==> src/rtl/sdram_mon_pkg.sv <==
package sdram_mon_pkg;

  typedef enum logic [2:0] {
    CMD_MRS = 3'b000,
    CMD_REF = 3'b001,
    CMD_PRE = 3'b010,
    CMD_ACT = 3'b011,
    CMD_WR  = 3'b100,
    CMD_RD  = 3'b101,
    CMD_BST = 3'b110,
    CMD_NOP = 3'b111
  } cmd_e;

  typedef enum logic [3:0] {
    ERR_NONE     = 4'd0,
    ERR_OPEN     = 4'd1,
    ERR_MRS_GAP  = 4'd2,
    ERR_CLOSED   = 4'd3,
    ERR_REOPEN   = 4'd4,
    ERR_AP_BUSY  = 4'd5,
    ERR_TRP      = 4'd6,
    ERR_TRCD     = 4'd7,
    ERR_TRAS     = 4'd8,
    ERR_TRRD     = 4'd9,
    ERR_REFRESH  = 4'd10
  } err_e;

  // Deselected cycles read as no-op.
  function automatic cmd_e decode_cmd(input logic cs_n, input logic ras_n,
                                      input logic cas_n, input logic we_n);
    if (cs_n) return CMD_NOP;
    return cmd_e'({ras_n, cas_n, we_n});
  endfunction

  // True when fewer clocks than required have elapsed.
  function automatic logic gap_short(input int unsigned elapsed, input int unsigned need);
    return elapsed < need;
  endfunction

endpackage

==> src/rtl/sdram_cmd_decode.sv <==
module sdram_cmd_decode
  import sdram_mon_pkg::*;
(
  input  logic cs_n,
  input  logic ras_n,
  input  logic cas_n,
  input  logic we_n,
  input  logic a10,
  output cmd_e cmd,
  output logic is_rw,
  output logic rw_autopre
);
  always_comb begin
    cmd        = decode_cmd(cs_n, ras_n, cas_n, we_n);
    is_rw      = (cmd == CMD_RD) || (cmd == CMD_WR);
    rw_autopre = is_rw && a10;
  end
endmodule

==> src/rtl/sdram_bank_tracker.sv <==
module sdram_bank_tracker #(
  parameter int unsigned TMAX = 8,
  localparam int TW = $clog2(TMAX + 1)
) (
  input  logic          clk,
  input  logic          rst_n,
  input  logic          do_act,
  input  logic          do_close,
  output logic          is_open,
  output logic [TW-1:0] t_act,
  output logic [TW-1:0] t_pre
);
  localparam logic [TW-1:0] SAT = TW'(TMAX);

  // Timers read e-p at edge e when loaded with 1 at edge p.
  always_ff @(posedge clk) begin
    if (!rst_n) begin
      is_open <= 1'b0;
      t_act   <= SAT;
      t_pre   <= SAT;
    end else begin
      if (t_act != SAT) t_act <= t_act + 1'b1;
      if (t_pre != SAT) t_pre <= t_pre + 1'b1;
      if (do_act) begin
        is_open <= 1'b1;
        t_act   <= TW'(1);
      end else if (do_close && is_open) begin
        is_open <= 1'b0;
        t_pre   <= TW'(1);
      end
    end
  end

  assert_act_opens_R7: assert property (@(posedge clk) disable iff (!rst_n)
    do_act |=> is_open);
  assert_close_shuts_R9: assert property (@(posedge clk) disable iff (!rst_n)
    (do_close && !do_act) |=> !is_open);
endmodule

==> src/rtl/sdram_refresh_window.sv <==
module sdram_refresh_window #(
  parameter int unsigned WINDOW  = 1000,
  parameter int unsigned MIN_REF = 4,
  parameter int unsigned CNT_W   = $clog2(WINDOW + 1),
  localparam int WW = $clog2(WINDOW)
) (
  input  logic             clk,
  input  logic             rst_n,
  input  logic             ref_seen,
  output logic [CNT_W-1:0] count,
  output logic             win_end,
  output logic             deficit
);
  logic [WW-1:0] win_cnt;

  always_comb begin
    win_end = (win_cnt == WW'(WINDOW - 1));
    deficit = win_end && ((32'(count) + 32'(ref_seen)) < MIN_REF);
  end

  always_ff @(posedge clk) begin
    if (!rst_n) begin
      win_cnt <= '0;
      count   <= '0;
    end else if (win_end) begin
      win_cnt <= '0;
      count   <= '0;
    end else begin
      win_cnt <= win_cnt + 1'b1;
      if (ref_seen && (count != {CNT_W{1'b1}})) count <= count + 1'b1;
    end
  end

  assert_window_clears_R11: assert property (@(posedge clk) disable iff (!rst_n)
    win_end |=> (count == '0));
endmodule

==> src/rtl/sdram_cmd_monitor.sv <==
module sdram_cmd_monitor
  import sdram_mon_pkg::*;
#(
  parameter int unsigned BANK_BITS  = 2,
  parameter int unsigned BURST_LEN  = 4,
  parameter int unsigned T_RCD      = 3,
  parameter int unsigned T_RP       = 3,
  parameter int unsigned T_RAS      = 6,
  parameter int unsigned T_RRD      = 2,
  parameter int unsigned REF_WINDOW = 8_500_000,
  parameter int unsigned REF_MIN    = 4096,
  parameter int unsigned CNT_W      = $clog2(REF_WINDOW + 1)
) (
  input  logic                 clk,
  input  logic                 rst_n,
  input  logic                 cs_n,
  input  logic                 ras_n,
  input  logic                 cas_n,
  input  logic                 we_n,
  input  logic [BANK_BITS-1:0] ba,
  input  logic                 a10,
  output logic                 err_flag,
  output logic [3:0]           err_code,
  output logic [CNT_W-1:0]     refresh_count
);
  localparam int unsigned NB    = 1 << BANK_BITS;
  localparam int unsigned TM01  = (T_RCD > T_RP) ? T_RCD : T_RP;
  localparam int unsigned TM23  = (T_RAS > T_RRD) ? T_RAS : T_RRD;
  localparam int unsigned TMAX  = (TM01 > TM23) ? TM01 : TM23;
  localparam int          TW    = $clog2(TMAX + 1);
  localparam int          BLW   = $clog2(BURST_LEN + 1);
  localparam logic        AP_NOW = (BURST_LEN == 1);

  // Named events for checks.
  cmd_e                 cmd;
  logic                 is_rw, rw_autopre;
  logic [NB-1:0]        bank_open, act_vec, close_vec, pre_target;
  logic [TW-1:0]        t_act [NB];
  logic [TW-1:0]        t_pre [NB];
  logic [TW-1:0]        t_rrd;
  logic [BLW-1:0]       burst_left;
  logic                 burst_ap;
  logic [BANK_BITS-1:0] burst_bank;
  logic [1:0]           mrs_gap;
  logic                 in_burst, ap_busy, burst_end_ap, bst_ap, tras_bad;
  logic                 ref_seen, win_end, deficit;
  err_e                 err_now;

  sdram_cmd_decode u_dec (
    .cs_n(cs_n), .ras_n(ras_n), .cas_n(cas_n), .we_n(we_n), .a10(a10),
    .cmd(cmd), .is_rw(is_rw), .rw_autopre(rw_autopre)
  );

  always_comb begin
    in_burst     = (burst_left != '0);
    ap_busy      = in_burst && burst_ap;
    burst_end_ap = ap_busy && (burst_left == BLW'(1));
    bst_ap       = (cmd == CMD_BST) && ap_busy;
    ref_seen     = (cmd == CMD_REF);
  end

  for (genvar b = 0; b < NB; b++) begin : g_bank
    always_comb begin
      act_vec[b]    = (cmd == CMD_ACT) && (ba == BANK_BITS'(b));
      pre_target[b] = (cmd == CMD_PRE) && (a10 || (ba == BANK_BITS'(b)));
      close_vec[b]  = pre_target[b]
                    || ((burst_end_ap || bst_ap) && (burst_bank == BANK_BITS'(b)))
                    || (AP_NOW && rw_autopre && !ap_busy && (ba == BANK_BITS'(b)));
    end
    sdram_bank_tracker #(.TMAX(TMAX)) u_bank (
      .clk(clk), .rst_n(rst_n), .do_act(act_vec[b]), .do_close(close_vec[b]),
      .is_open(bank_open[b]), .t_act(t_act[b]), .t_pre(t_pre[b])
    );
  end

  always_comb begin
    tras_bad = 1'b0;
    for (int b = 0; b < NB; b++)
      if (pre_target[b] && bank_open[b] && gap_short(32'(t_act[b]), T_RAS))
        tras_bad = 1'b1;
  end

  sdram_refresh_window #(.WINDOW(REF_WINDOW), .MIN_REF(REF_MIN), .CNT_W(CNT_W)) u_ref (
    .clk(clk), .rst_n(rst_n), .ref_seen(ref_seen),
    .count(refresh_count), .win_end(win_end), .deficit(deficit)
  );

  // Rule priority: earlier lines win.
  always_comb begin
    err_now = ERR_NONE;
    if ((mrs_gap != 2'd0) && (cmd != CMD_NOP))                    err_now = ERR_MRS_GAP;
    else if (((cmd == CMD_MRS) || (cmd == CMD_REF)) && |bank_open) err_now = ERR_OPEN;
    else if (is_rw && ap_busy)                                     err_now = ERR_AP_BUSY;
    else if (is_rw && !bank_open[ba])                              err_now = ERR_CLOSED;
    else if (is_rw && gap_short(32'(t_act[ba]), T_RCD))            err_now = ERR_TRCD;
    else if ((cmd == CMD_ACT) && bank_open[ba])                    err_now = ERR_REOPEN;
    else if ((cmd == CMD_ACT) && gap_short(32'(t_pre[ba]), T_RP))  err_now = ERR_TRP;
    else if ((cmd == CMD_ACT) && gap_short(32'(t_rrd), T_RRD))     err_now = ERR_TRRD;
    else if (tras_bad)                                             err_now = ERR_TRAS;
    else if (deficit)                                              err_now = ERR_REFRESH;
  end

  always_ff @(posedge clk) begin
    if (!rst_n) begin
      burst_left <= '0;
      burst_ap   <= 1'b0;
      burst_bank <= '0;
      mrs_gap    <= 2'd0;
      t_rrd      <= TW'(TMAX);
      err_flag   <= 1'b0;
      err_code   <= ERR_NONE;
    end else begin
      if (is_rw && !ap_busy) begin
        burst_left <= BLW'(BURST_LEN - 1);
        burst_ap   <= a10;
        burst_bank <= ba;
      end else if (cmd == CMD_BST) begin
        burst_left <= '0;
      end else if (in_burst) begin
        burst_left <= burst_left - 1'b1;
      end

      if (cmd == CMD_MRS)       mrs_gap <= 2'd2;
      else if (mrs_gap != 2'd0) mrs_gap <= mrs_gap - 1'b1;

      if (cmd == CMD_ACT)               t_rrd <= TW'(1);
      else if (t_rrd != TW'(TMAX))      t_rrd <= t_rrd + 1'b1;

      if (!err_flag && (err_now != ERR_NONE)) begin
        err_flag <= 1'b1;
        err_code <= err_now;
      end
    end
  end

  assert_sticky_R12: assert property (@(posedge clk) disable iff (!rst_n)
    err_flag |=> (err_flag && $stable(err_code)));
  assert_pre_all_R5: assert property (@(posedge clk) disable iff (!rst_n)
    ((cmd == CMD_PRE) && a10) |=> (bank_open == '0));
  assert_ap_end_closes_R4: assert property (@(posedge clk) disable iff (!rst_n)
    (burst_end_ap && (cmd != CMD_ACT)) |=> !bank_open[$past(burst_bank)]);
  assert_bst_ends_R6: assert property (@(posedge clk) disable iff (!rst_n)
    (cmd == CMD_BST) |=> (burst_left == '0));
endmodule

==> config.mk <==
export PLATFORM = sky130hd
export DESIGN_NAME = sdram_cmd_monitor
export DESIGN_NICKNAME = d
export VERILOG_FILES = /design/src/rtl/sdram_mon_pkg.sv /design/src/rtl/sdram_cmd_decode.sv /design/src/rtl/sdram_bank_tracker.sv /design/src/rtl/sdram_refresh_window.sv /design/src/rtl/sdram_cmd_monitor.sv
export SDC_FILE = /design/constraint.sdc
export NUM_CORES = 1
export LEC_CHECK = 0
export ABC_AREA = 1
export BUFFER_PORTS_ARGS = -buffer_cell sky130_fd_sc_hd__buf_2
export CORE_MARGIN = 5
export CORE_UTILIZATION = 31
export DETAILED_ROUTE_END_ITERATION = 8
export PLACE_DENSITY_LB_ADDON = 0.12
export SLEW_MARGIN = 40
export SYNTH_ARGS = -nofsm -noshare
export SYNTH_HDL_FRONTEND = slang
export SYNTH_SLANG_ARGS = --single-unit
==> constraint.sdc <==
create_clock -name clk -period 2.3 [get_ports clk]
set_input_delay 0.115 -clock clk [delete_from_list [all_inputs] [get_ports clk]]
set_output_delay 0.115 -clock clk [all_outputs]
set_load 0.01 [all_outputs]
Yosys cells after proc, flatten, opt, wreduce, memory -nomap -nowiden
Index checks and enable logic that the tools add are counted.

operators by class
  reduce and logical (&&, ||, !) cells = 74
  $lt $le $gt $ge = 10
  mux-type cells = 60
  equality and inequality tests = 25
  bitwise logic cells = 2
  add/subtract/negate cells = 14

operator list
  cell                                                                            count
  3-bit 2-to-1 mux                                                                28
  24-bit by 1-bit adder with 24-bit output, second input constant                 2
  4-bit 2-to-1 mux                                                                10
  1-bit logical AND                                                               39
  32-bit by 13-bit less-than comparator with 1-bit output, second input constant  1
  3-bit inequality test, second input constant                                    10
  3-bit by 1-bit adder with 3-bit output, second input constant                   9
  24-bit by 1-bit adder with 25-bit output                                        1
  24-bit == test, second input constant                                           1
  24-bit inequality test, second input constant                                   1
  2-bit nonzero test                                                              11
  1-bit 2-to-1 mux                                                                14
  3-bit binary-select mux with 2-bit select                                       2
  3-bit less-than comparator, second input constant                               4
  1-bit logical OR                                                                11
  2-bit 2-to-1 mux                                                                5
  3-bit == test, second input constant                                            3
  3-bit by 2-bit less-than comparator with 1-bit output, second input constant    3
  2-bit == test, second input constant                                            4
  3-bit by 1-bit == test with 1-bit output, second input constant                 2
  3-bit by 2-bit == test with 1-bit output, second input constant                 2
  3-bit nonzero test                                                              2
  2-bit by 1-bit == test with 1-bit output, second input constant                 2
  2-bit zero test                                                                 2
  other kinds (13)                                                                16

word-level totals
  word-level logic and storage cells = 208
  flip-flop bits (word level) = 92

Logic depth before layout (Yosys ltp)
  depth after elaboration = 21
  gate-level depth with buffers = 20

Cells and area by module
Synthesis repeated with hierarchy kept, for this count alone.

second synthesis, totals
  cell total of the unflattened synthesis = 892
  area, all modules = 5824.3 um2

by module, submodules not included
  module                cells an instance  instances  area each (um2)
  sdram_refresh_window  442                1          2849.0
  sdram_cmd_monitor     242                1          1471.4
  sdram_bank_tracker    50                 4          365.4
  sdram_cmd_decode      8                  1          42.5

Worst setup path before layout
No wires, ideal clock.

  kind = register to register
  start point = reg u_ref.win_cnt[0]
  end point = reg u_ref.win_cnt[20]
  slack = 300 ps
  buffers on the path = 0
  cell stages (with the launch flop) = 16
  arrival = 1913 ps
  clock period less this slack = 2000 ps
  required time = 2214 ps
  path through = dfxtp_1 ha_1 nand2_1 nor2_1 nand2_1 nor3_1 inv_1 nor2_1 nand2_1 nor2_1 nand3_1 nor2_2 nand4_1 clkinv_1 nand2_1 a221oi_2

between the ends
  longest elaborated chain between the ends = 2
  elaborated cells between the ends (all ways) = 3
  classes of those cells = add/sub (1); eq/ne (1); reduce/logical (1)

ends and longest elaborated chain
  what                                                                              RTL line                    RTL
  from (decl)                                                                       sdram_refresh_window.sv:14  logic [WW-1:0] win_cnt;
  from (signal assigned)                                                            sdram_refresh_window.sv:29  win_cnt <= win_cnt + 1'b1;
  branches (longest 2 deep; another with 24-bit by 1-bit adder with 24-bit output)  n/a

Parallel ways; which one is timed is not known.
A chain may end at the register's enable or synchronous reset.

Final worst setup path
  start point = reg u_ref.win_cnt[1]
  end point = reg u_ref.win_cnt[20]

Same word-level chain as after synthesis.

==> flow_summary.toml <==
[worst_setup_path]
crit_buf_inv = 3
worst-r2r-setup-slack_ns = 0.09
crit_fanout = 3
startpoint_type = "flip-flop"
crit_type = "reg -> reg"
cp.required_ns = 2.57
crit_top_cell = "nor2_2"
cp_slowest_cell = "dfxtp_2"
path_delay_family = "simple AND/OR/NAND/NOR gates"
cp_cell_sequence = "ha_4, nand2_4, nor2_4, buf_4, nand2_2, nor3_2, inv_1, nor2_2, nand2_1, nor2_2, nand3_2, nor2_2, nand4_1, inv_2, nand2_1, a221oi_2"
max_stage_delay_ns = 0.36
worstSetupEndpointType = "flip-flop"
worst_ep_arrival_time_ns = 2.49

[finish]
finalNonFillerCells = 1095
finalNetCount = 902
drive_gt1_share_pct = 23.66
area_growth_pct = 24.75
fin_area_um2 = 6609
diodes = 0

[logic_synthesis]
synth_top_area_cell = "dfxtp_1"
syn-num-nets = 816
synth.area.top_cells = "dfxtp_1 35%, nand2_1 12%, inv_1 8.7%, nor2_1 6.3%, ha_1 5.4%"
synth-async-reset-ratio_pct = 0
syn-instance-count = 784
synth_edf_count = 0
avgSynthCellArea_um2 = 6.757
yosysWarnings = 0
synth_seq_cells = 92
synth.distinct_cells = 46
synth_top_area_share_pct = 34.77
yosysSeqAreaShare_pct = 34.77
synth.cell_area_um2 = 5298
synth_flop_cell = "dfxtp_1"

[routing]
via_per_inst = 4.590
routed_wl_um = 13520
ant_nets = 0
wire_per_inst_um = 12.34
routed-via-count = 5026
first_pass_iters = 4
first_iter_violations = 246
route.detailed.drc = 0

[clock_network]
cts_tree = "yes"
clkLatencyLatePin_ns = 0.35
clk_path_buf_depth = 2
cts_buffers = 9
clock-root-buffer = "clkbuf_16"
clock-sinks = 92
htree_levels = 3
cts_hold_buf = 0
path_clk_slew_ns = 0.07

[place]
dp_slack_ns = 0.006321
place_congestion = 0.8268
postPlaceCellArea_um2 = 6012
post-dp-hpwl_um = 10440
dp_cells = 1071
port-buffer-count = 37

[pwr]
p_int_mw = 3.366
clkPwrFrac_pct = 36.0
power.leakage_nw = 2.873
power_switching_mw = 1.506
total_power_mw = 4.872
vdd_ir_drop_max_uv = 401.4
p_comb_share_pct = 22.7
seqPwrFrac_pct = 41.3
p_per_area_nw_per_um2 = 737.3
sw_frac_of_total_pct = 30.92

[timing]
finalHoldViolations = 0
worstMarginPinSlew_ns = 0.5530
fin_crit_sh_pct = 96.30
timing.hold.ws_ns = 0.03175
fin_crit_ns = 2.215
rsz0062_at_grt = "yes"
setup_viol = 0
setup_ws_ns = 0.08500
fmax_mhz = 451.5
clock_skew_ns = 0.007347
drv_slew = 0
slew_headroom_pct = 63.09

[run_status]
outcome = "finished clean"

[flow_run]
cap_violations = 0

[floorplanning]
coreArea_um2 = 16700
fp.dieW_um = 140.7
die_h_um = 140.7
dieArea_um2 = 19800
boundaryPins = 38
start_util_pct = 31.72
num_rows = 47

[global_routing]
grt_pass1_wl_um = 23200
antenna_found_initial = 0
grt_usage_pct = 14.27
first_global_vias = 4866
grt_start_max_net_pins = 22
grt-ovfl-total = 0

[hold_path]
hp-class = "in -> reg"
==> per-stage QoR <==
step	setup TNS [ns]	utilization (%)
global route	-1.323	39.57
global placement	0	36.00
CTS	0	38.09
finish	0	39.57
detailed placement	0	36.00
floorplan	0	-
==> power by group through the flow <==
stage / registers [mW] / logic (mW) / clock network [mW]
global route: 2.05 / 1.35 / 1.88
finish: 2.01 / 1.10 / 1.75
global placement: 2.06 / 1.09 / 0
floorplan: 1.99 / 0.891 / 0
detailed placement: 2.06 / 1.09 / 0
CTS: 2.02 / 1.10 / 1.82
==> area by class of cell <==
| cell class | count | area [µm²] |
|---|---|---|
| Fill cell | 1825 | 10090 |
| Multi-Input combinational cell | 549 | 3078 |
| Sequential cell | 92 | 1872 |
| Timing Repair Buffer | 83 | 530.5 |
| Inverter | 135 | 506.7 |
| Tap cell | 220 | 275.3 |
| Clock buffer | 9 | 225.2 |
| Clock inverter | 7 | 121.4 |
==> cell usage after synthesis (2+ instances only) <==
master and count:
nand2_1 176, inv_1 123, dfxtp_1 92, nor2_1 89
a21oi_1 54, nand3_1 39, o21ai_0 31, ha_1 23
nand4_1 18, nor3_1 16, nor2_2 13, inv_2 11
xor2_1 8, clkbuf_1 7, nand2_2 7, nor2_4 7
o21a_1 6, a211oi_1 5, o22ai_1 5, o211ai_1 4
o311ai_0 4, o31ai_1 4, or2_2 4, a31o_2 3
a31oi_1 3, nand3_2 3, nand3b_1 3, xnor2_1 3
a22oi_1 2, and2_1 2, nor3_4 2, nor4_1 2
o21ai_1 2
==> timing repair <==
item,CTS,global route
hold endpoints to repair,0,0
buffers inserted,0,8
resized for setup,1,68
setup endpoints to repair,3,20
pin swaps,0,25
==> worst min-delay path, stage by stage <==
cell,delay (ns)
buf_2,0.10
o21ai_0,0.09
inv_1,0.05
==> kinds of logic after synthesis <==
group,Yosys count,share of synthesized area [%]
AO/OA/AOI/OAI,131,14.74
AND/OR/NAND/NOR,384,33.09
buffers and inverters,143,10.16
XOR/XNOR,11,1.819
adder cells (fa/ha/maj),23,5.432
flip-flops,92,34.77
==> final timing paths <==
path / startpoint / to / cells past startpoint
max reg2reg: u_ref.win_cnt[1] / u_ref.win_cnt[20] / 16
min: a10 / burst_ap / 3
max: u_ref.win_cnt[1] / u_ref.win_cnt[20] / 16
min reg2reg: err_code[1] / err_code[1] / 2
==> layer usage <==
layer / vias up / GRT usage (%) / part of all wire (%)
met5: - / 0 / 0
met4: 0 / 5.252 / 1.3
met3: 8 / 2.811 / 3.4
met2: 67 / 23.92 / 48
met1: 2243 / 18.20 / 48
li1: 2708 / - / -
==> cells in the final DEF (no fill, tap or decap), drive strengths merged, types with 6 or more instances in the layout <==
master and count:
dfxtp 92, o21a 6, a21oi 54, clkbuf 9, nor2 109, o21ai 33, ha 23, buf 83
nand3 43, nor3 18, nand2 183, nand4 18, inv 137, xor2 8
==> registers in the layout (all words and copies together), names as in the netlist <==
name / flops
u_ref.count: 24
u_ref.win_cnt: 24
g_bank.u_bank.t_act: 12
g_bank.u_bank.t_pre: 12
err_code: 4
g_bank.u_bank.is_open: 4
burst_left: 3
t_rrd: 3
burst_bank: 2
mrs_gap: 2
burst_ap: 1
err_flag: 1
No activity file was read; power rests on OpenSTA's default activity.
